[src/rtl/irq_prio_pkg.sv]
package irq_prio_pkg;

  typedef enum logic [1:0] {
    DET_LOW  = 2'b00,
    DET_FALL = 2'b01,
    DET_RISE = 2'b10,
    DET_HIGH = 2'b11
  } det_mode_e;

  function automatic logic mode_is_level(det_mode_e m);
    return (m == DET_LOW) || (m == DET_HIGH);
  endfunction

endpackage

[src/rtl/irq_src_latch.sv]
module irq_src_latch
  import irq_prio_pkg::*;
#(
  parameter int LVL_W = 4
) (
  input  logic             clk,
  input  logic             rst,
  input  logic             pin_i,
  input  det_mode_e        mode_i,
  input  logic [LVL_W-1:0] prio_i,
  input  logic             mask_i,
  input  logic             acc_hit_i,
  input  logic             acc_any_i,
  output logic             pending_o
);

  logic prev_q;
  logic pend_q;
  logic hit;
  logic enabled;
  logic lvl_mode;

  always_ff @(posedge clk) begin
    prev_q <= pin_i;
  end

  always_comb begin
    unique case (mode_i)
      DET_LOW:  hit = ~pin_i;
      DET_HIGH: hit = pin_i;
      DET_RISE: hit = pin_i & ~prev_q;
      DET_FALL: hit = ~pin_i & prev_q;
      default:  hit = 1'b0;
    endcase
  end

  assign enabled  = ~mask_i && (prio_i != '0);
  assign lvl_mode = mode_is_level(mode_i);

  always_ff @(posedge clk) begin
    if (rst) begin
      pend_q <= 1'b0;
    end else if (!enabled) begin
      pend_q <= 1'b0;
    end else if (lvl_mode) begin
      pend_q <= acc_any_i ? 1'b0 : (pend_q | hit);
    end else if (hit) begin
      pend_q <= 1'b1;
    end else if (acc_hit_i) begin
      pend_q <= 1'b0;
    end
  end

  assign pending_o = pend_q;

endmodule

[src/rtl/irq_arbiter.sv]
module irq_arbiter #(
  parameter int N_SRC = 8,
  parameter int LVL_W = 4,
  parameter int ID_W  = 3
) (
  input  logic [N_SRC-1:0]       pending_i,
  input  logic [N_SRC*LVL_W-1:0] prio_i,
  input  logic [LVL_W-1:0]       cpu_mask_i,
  output logic                   any_o,
  output logic [ID_W-1:0]        id_o,
  output logic [LVL_W-1:0]       lvl_o
);

  logic [N_SRC-1:0] eligible;

  genvar g;
  generate
    for (g = 0; g < N_SRC; g++) begin : g_elig
      assign eligible[g] = pending_i[g] && (prio_i[g*LVL_W +: LVL_W] > cpu_mask_i);
    end
  endgenerate

  always_comb begin
    any_o = 1'b0;
    id_o  = '0;
    lvl_o = '0;
    for (int i = N_SRC - 1; i >= 0; i--) begin
      if (eligible[i] && (prio_i[i*LVL_W +: LVL_W] >= lvl_o)) begin
        any_o = 1'b1;
        id_o  = ID_W'(i);
        lvl_o = prio_i[i*LVL_W +: LVL_W];
      end
    end
  end

endmodule

[src/rtl/irq_prio_ctrl.sv]
module irq_prio_ctrl
  import irq_prio_pkg::*;
#(
  parameter int N_SRC = 8,
  parameter int LVL_W = 4,
  localparam int ID_W = (N_SRC > 1) ? $clog2(N_SRC) : 1
) (
  input  logic                   clk,
  input  logic                   rst,
  input  logic [N_SRC-1:0]       pin_i,
  input  logic [2*N_SRC-1:0]     mode_i,
  input  logic [N_SRC*LVL_W-1:0] prio_i,
  input  logic [LVL_W-1:0]       cpu_mask_i,
  input  logic [N_SRC-1:0]       src_mask_i,
  input  logic                   accept_i,
  input  logic [ID_W-1:0]        accept_id_i,
  output logic                   irq_valid_o,
  output logic [ID_W-1:0]        irq_id_o,
  output logic [LVL_W-1:0]       irq_level_o
);

  logic [N_SRC-1:0] pending_q;
  logic             arb_any;
  logic [ID_W-1:0]  arb_id;
  logic [LVL_W-1:0] arb_lvl;

  genvar s;
  generate
    for (s = 0; s < N_SRC; s++) begin : g_src
      irq_src_latch #(.LVL_W(LVL_W)) u_latch (
        .clk       (clk),
        .rst       (rst),
        .pin_i     (pin_i[s]),
        .mode_i    (det_mode_e'(mode_i[2*s +: 2])),
        .prio_i    (prio_i[s*LVL_W +: LVL_W]),
        .mask_i    (src_mask_i[s]),
        .acc_hit_i (accept_i && (accept_id_i == ID_W'(s))),
        .acc_any_i (accept_i),
        .pending_o (pending_q[s])
      );
    end
  endgenerate

  irq_arbiter #(.N_SRC(N_SRC), .LVL_W(LVL_W), .ID_W(ID_W)) u_arb (
    .pending_i  (pending_q),
    .prio_i     (prio_i),
    .cpu_mask_i (cpu_mask_i),
    .any_o      (arb_any),
    .id_o       (arb_id),
    .lvl_o      (arb_lvl)
  );

  always_ff @(posedge clk) begin
    if (rst) begin
      irq_valid_o <= 1'b0;
      irq_id_o    <= '0;
      irq_level_o <= '0;
    end else begin
      irq_valid_o <= arb_any;
      irq_id_o    <= arb_id;
      irq_level_o <= arb_lvl;
    end
  end

endmodule

[config.mk]
export PLATFORM = sky130hd
export DESIGN_NAME = irq_prio_ctrl
export DESIGN_NICKNAME = d
export VERILOG_FILES = /design/src/rtl/irq_prio_pkg.sv /design/src/rtl/irq_src_latch.sv /design/src/rtl/irq_arbiter.sv /design/src/rtl/irq_prio_ctrl.sv
export SDC_FILE = /design/constraint.sdc
export NUM_CORES = 1
export LEC_CHECK = 0
export CORE_UTILIZATION = 55
export DETAILED_ROUTE_END_ITERATION = 8
export PLACE_DENSITY = 0.88
export RECOVER_POWER = 25
export SLEW_MARGIN = 10
export SYNTH_ARGS = -nofsm -noshare
export SYNTH_HDL_FRONTEND = slang
export SYNTH_SLANG_ARGS = --single-unit
[constraint.sdc]
create_clock -name clk -period 19.97 [get_ports clk]
set_clock_uncertainty 0.1 [all_clocks]
set_input_delay 3.994 -clock clk [delete_from_list [all_inputs] [get_ports clk]]
set_output_delay 3.994 -clock clk [all_outputs]
set_load 0.005 [all_outputs]
# --- Word level (Yosys, flattened, before mapping) ---
# Index checks and enable logic that the tools add are counted.
totals:
  regBits: 24
  latchBits: 0
  ram_bits: 0
  rom_bits: 0
  input_bits: 74
  wordCells: 263
  n_memories: 0
classes:
  n_addsub: 0
  multipliers: 0
  n_div: 0
  n_lt_le_gt_ge: 16
  n_eq_ne: 31
  shift: 0
  muxes: 63
  n_bitwise: 56
  reduce_logical: 76
op_table:
  columns: ["operator", "n"]
  rows:
  - ["2-to-1 mux 1 bit", 41]
  - ["== test 2 bit (second input constant)", 16]
  - ["greater-than comparator 4 bit", 8]
  - ["logical AND 1 bit", 32]
  - ["2-to-1 mux 4 bit", 8]
  - ["NOT 1 bit", 32]
  - ["one-hot mux 1 bit (4 select lines)", 8]
  - ["nonzero test 4 bit", 8]
  - ["greater-or-equal comparator 4 bit", 7]
  - ["nonzero test 3 bit", 8]
  - ["OR reduction 2 bit", 9]
  - ["AND 1 bit", 16]
  - ["== test 2 x 1 -> 1 bit (second input constant)", 8]
  - ["zero test 2 bit", 8]
  - ["== test 3 bit (second input constant)", 4]
  - ["2-to-1 mux 3 bit", 4]
  - ["logical OR 1 bit", 8]
  - ["bitwise OR 1 bit", 8]
  - ["== test 3 x 2 -> 1 bit (second input constant)", 2]
  - ["OR reduction 5 bit", 1]
  - ["greater-or-equal comparator 4 x 1 -> 1 bit (second input constant)", 1]
  - ["2-to-1 mux 2 bit", 2]
  - ["== test 3 x 1 -> 1 bit (second input constant)", 1]
  - ["zero test 3 bit", 1]
  - ["OR reduction 3 bit", 1]

# --- Longest topological paths before layout ---
depth:
  word_depth: 25
  mapped_depth: 61
  mapped_depth_nobuf: 59

# --- Modules after synthesis ---
# From an unflattened synthesis, not the netlist that was laid out.
unflattened:
  cells_unflattened: 446
  area_unflattened_um2: 3619.7
by_module_without_submodules:
  columns: ["mod", "instances", "cells_each", "area_each_um2", "seq_area_each_um2"]
  rows:
  - ["irq_arbiter", 1, 262, 2001.9, 0.0]
  - ["irq_src_latch", 8, 20, 163.9, 40.0]
  - ["irq_prio_ctrl", 1, 24, 306.5, 160.2]

# --- Worst setup path after synthesis ---
# No wires, ideal clock.
synth_timing:
  kind: "input to register"
  from: "input cpu_mask_i[1]"
  to: "register irq_level_o[0]"
  t_arrival_ns: 14.428
  required_time_ns: 19.748
  path_slack_ns: 5.320
  stages: 60
  path_buffers: 2
  cell_sequence: "inv_1 > ha_1 > nor2b_1 > o211ai_1 > a21oi_1 > and2_1 > ha_1 > nand2b_1 > a211oi_1 > o21bai_1 > nand2_1 > nand2_1 > o21ai_0 > ha_1 > nand2b_1 > a21o_1 > nand2_1 > a31oi_1 > [... 24 more ...] > inv_1 > ha_1 > nand2b_1 > a21o_1 > a21o_1 > a21oi_1 > or3_1 > clkbuf_1 > nor2_1 > a21o_1 > ha_1 > a21o_1 > a21o_1 > a21oi_1 > nor3_1 > nor2_1 > a32oi_1 > o21ai_1"
synth_between:
  elab_chain_cells: 25
synth_rtl:
  columns: ["item", "line", "text"]
  rows:
  - ["start: declaration", "irq_prio_ctrl.sv:13", "input logic [LVL_W-1:0] cpu_mask_i,"]
  - ["greater-than comparator 4 bit", "irq_arbiter.sv:19", "assign eligible[g] = pending_i[g] && (prio_i[g*LVL_W +: LVL_W] > cpu_mask_i);"]
  - ["logical AND 1 bit", "irq_arbiter.sv:19", null]
  - ["logical AND 1 bit", "irq_arbiter.sv:28", "if (eligible[i] && (prio_i[i*LVL_W +: LVL_W] >= lvl_o)) begin"]
  - ["2-to-1 mux 4 bit", "irq_arbiter.sv:28", null]
  - ["greater-or-equal comparator 4 bit", "irq_arbiter.sv:28", null]
  - ["logical AND 1 bit", "irq_arbiter.sv:28", null]
  - ["2-to-1 mux 4 bit", "irq_arbiter.sv:28", null]
  - ["greater-or-equal comparator 4 bit", "irq_arbiter.sv:28", null]
  - ["[... 9 more ...]", null, null]
  - ["logical AND 1 bit", "irq_arbiter.sv:28", null]
  - ["2-to-1 mux 4 bit", "irq_arbiter.sv:28", null]
  - ["greater-or-equal comparator 4 bit", "irq_arbiter.sv:28", null]
  - ["logical AND 1 bit", "irq_arbiter.sv:28", null]
  - ["2-to-1 mux 4 bit", "irq_arbiter.sv:28", null]
  - ["greater-or-equal comparator 4 bit", "irq_arbiter.sv:28", null]
  - ["logical AND 1 bit", "irq_arbiter.sv:28", null]
  - ["2-to-1 mux 4 bit *", "irq_arbiter.sv:28", null]
  - ["end signal: assignment", "irq_prio_ctrl.sv:61", "irq_level_o <= arb_lvl;"]
  - ["end: declaration", "irq_prio_ctrl.sv:19", "output logic [LVL_W-1:0] irq_level_o"]
# Mark *: on every way between the ends. The rest lies on a longest branch, timed or not.
# A chain may end at the register's enable or synchronous reset.

# --- Worst setup path after layout ---
# Ends and elaborated chain as after synthesis.

==> run metrics <==
status finished, final reports clean; unrepaired setup endpoints after global routing no; Nets 665; Final Total Pwr 162 uW; CTS Buf Count 3; LEAKAGE 1.94 nW; crit-path leading delay family compound AO/OA/AOI/OAI gates; chip width 80.0 um; hpwl dp 7.57 mm; total I/O pin count 82; compound-cell area share of the yosys netlist 0.257; TritonCTS Sinks 24; largest net degree at the start of global routing 15; XOR/XNOR Fraction of Synth Area 0; adder-cell share of the synthesized area 0.329; routed length per instance 15.7 um; slowest CP cell nor3_1; syn nets 582; drt pass-1 iters 5; Final GP Congestion 0.950; max-cap violation count 0; total congestion overflow 0; First DRT Iteration DRCs 175; worst-skew pair later-pin latency 270 ps; Yosys Warn Count 0; Synth area leaders ha_1 33%, dfxtp_1 14%, a21oi_1 5.8%, o21ai_0 5.5%, inv_1 5.0%; Yosys top cell area share 0.329; Slew @ Worst Pin 853 ps; Max Root-Sink Buffers 2; relative slew slack 0.427; Die Height 80.0 um; Hold Path Class reg -> reg; Util after Layout 0.732; DRC 0; die area 6400 um^2; Post-Syn Instances 420; Avg Inst Size Synth 7.97 um^2; mux contribution to synthesized area 0.0303; Initial Util 0.569; Most used DFF post-synth dfxtp_1; DR vias/cell 5.92; first-pass GRT wire length 14.4 mm; Worst setup SP type input port; final WL 9.03 mm; Hold Vio Cnt, Final 0; Async SR Flop Fraction 0; setup TNS 0 ps; Post-CTS Setup Repair Bufs 0; Worst Setup End Kind register; ant diodes 0; H-tree depth 1; Max VDD drop 0.0260 mV; initial antenna violation count 0; largest area contributor in the synthesized netlist ha_1; Fmax 61.6 MHz; largest family of logic cells by synthesized area adder cells; root buffer cell clkbuf_8; Worst Path Max Fanout 12; clock-pin transition on the worst setup and hold timing paths 90 ps; Final Slew Violations 0; post-CTS sizing 0; quantity of I/O buffers inserted on ports 81; GRT Total Usage 0.287; FP Rows 28; sequential-to-total area share from yosys stat 0.143; Area growth, synth to finish 28.6%; Post-synth EDFFs 0; CTS tree built; Post-Synth Simple-Gate Area 0.184; vias in the first global route 3289; vias 3417; minimum clock period 16240 ps; share of layout cells above drive strength 1 0.0418; CP Data Required Time 20040 ps; CP Buf/Inv Count 4; WP data arrival 16310 ps; number of synthesized register bits 24; Netlist cell types 54; most used cell, CP ha_1; Fillers 486; Post-Syn Area 3350 um^2; Final ANT Viol Nets 0; max incr delay on CP 700 ps; Critical Setup Path Class in -> reg; part of the cycle the worst path needs 0.813; core box area 5890 um^2; pwr/cell area 37.5 nW/um^2; hold-fix buffers at CTS 0; Setup violations, final 0
cells in the final DEF (no fill, tap or decap), types with 7 or more instances in the layout:
| cell | instances |
|---|---|
| a21o_1 | 15 |
| a21oi_1 | 39 |
| clkdlybuf4s50_1 | 73 |
| dfxtp_1 | 24 |
| dlygate4sd3_1 | 8 |
| ha_1 | 88 |
| inv_1 | 45 |
| nand2_1 | 23 |
| nand2b_1 | 14 |
| nand4_1 | 9 |
| nor2_1 | 29 |
| nor2b_1 | 8 |
| nor3_1 | 11 |
| nor4_1 | 8 |
| o211ai_1 | 7 |
| o21ai_0 | 37 |
state kept, by name (all words and copies together) (netlist names):
signal and count:
g_src.u_latch.pending_o 8, g_src.u_latch.prev_q 8, irq_level_o 4, irq_id_o 3, irq_valid_o 1
worst reg2reg max path, delay by kind of cell, from the launching register on:
kind	cells	cell delay (ps)
mux	4	1290
compound gates	23	4700
fa+ha+maj	7	1870
buf+inv	2	150
flops	1	370
simple gates	17	3120
path summary, 6_finish.rpt:
path                                                   end  slack [ps]  cells past startpoint                        from
worst max-delay path                        irq_level_o[0]        3730                     57               cpu_mask_i[1]
worst min-delay path            g_src[0].u_latch.pending_o         560                      4  g_src[0].u_latch.pending_o
worst max register to register              irq_level_o[0]        8290                     53  g_src[7].u_latch.pending_o
worst min register to register  g_src[0].u_latch.pending_o         560                      4  g_src[0].u_latch.pending_o
layout make-up:
| cell class | instances | area (um^2) | area share |
|---|---|---|---|
| clock buffers | 3 | 41.3 | 0.00959 |
| clock inverters | 1 | 30.0 | 0.00697 |
| inverters | 45 | 169 | 0.0392 |
| multi-input cells | 348 | 2680 | 0.622 |
| flip-flops and latches | 24 | 480 | 0.112 |
| well taps | 75 | 93.8 | 0.0218 |
| repair buffers | 81 | 811 | 0.188 |
synthesized netlist by cell type (all sizes together) (2+ instances only):
cell and n:
and3 2, nor2b 8, inv 45, o21ai 42, nand4 9, nor2 30, clkbuf 2, o211ai 7
ha 88, a21o 15, o31a 2, nand2 24, a31oi 5, nand3 6, and2 2, nor3 11
mux2 5, dfxtp 24, or3 2, mux2i 3, o31ai 3, nand2b 14, a21oi 40, o21a 3
a21boi 2, nor4 8
per-layer routing:
| layer | routed length, um | track usage | share of wire | vias to the layer above |
|---|---|---|---|---|
| met2 | 4470 | 0.542 | 0.49 | 147 |
| met5 | 0 | 0 | 0 | - |
| met3 | 622 | 0.0377 | 0.069 | 20 |
| met1 | 3760 | 0.326 | 0.42 | 1562 |
| li1 | - | - | - | 1688 |
| met4 | 178 | 0.0964 | 0.020 | 0 |
per-stage QoR:
step	cell area (um^2)	hold WS (ps)	cells	setup WS [ps]
after floorplan	3350	494	420	5320
after global placement	4230	541	573	4020
after detailed placement	4230	538	573	3640
final	4310	556	577	3730
after CTS	4310	557	577	3900
after global routing	4310	591	577	2900
logic make-up after synthesis:
family	count (synthesis)
mux	8
simple gates	120
buf+inv	48
compound gates	132
flops	24
fa+ha+maj	88
power by group:
part / leakage, nW / switching, mW / internal (mW)
logic: 1.71 / 0.0329 / 0.0335
registers: 0.197 / 0.00118 / 0.0502
clock network: 0.0357 / 0.0168 / 0.0268
total: 1.94 / 0.0510 / 0.111
No activity file was read; power rests on OpenSTA's default activity.
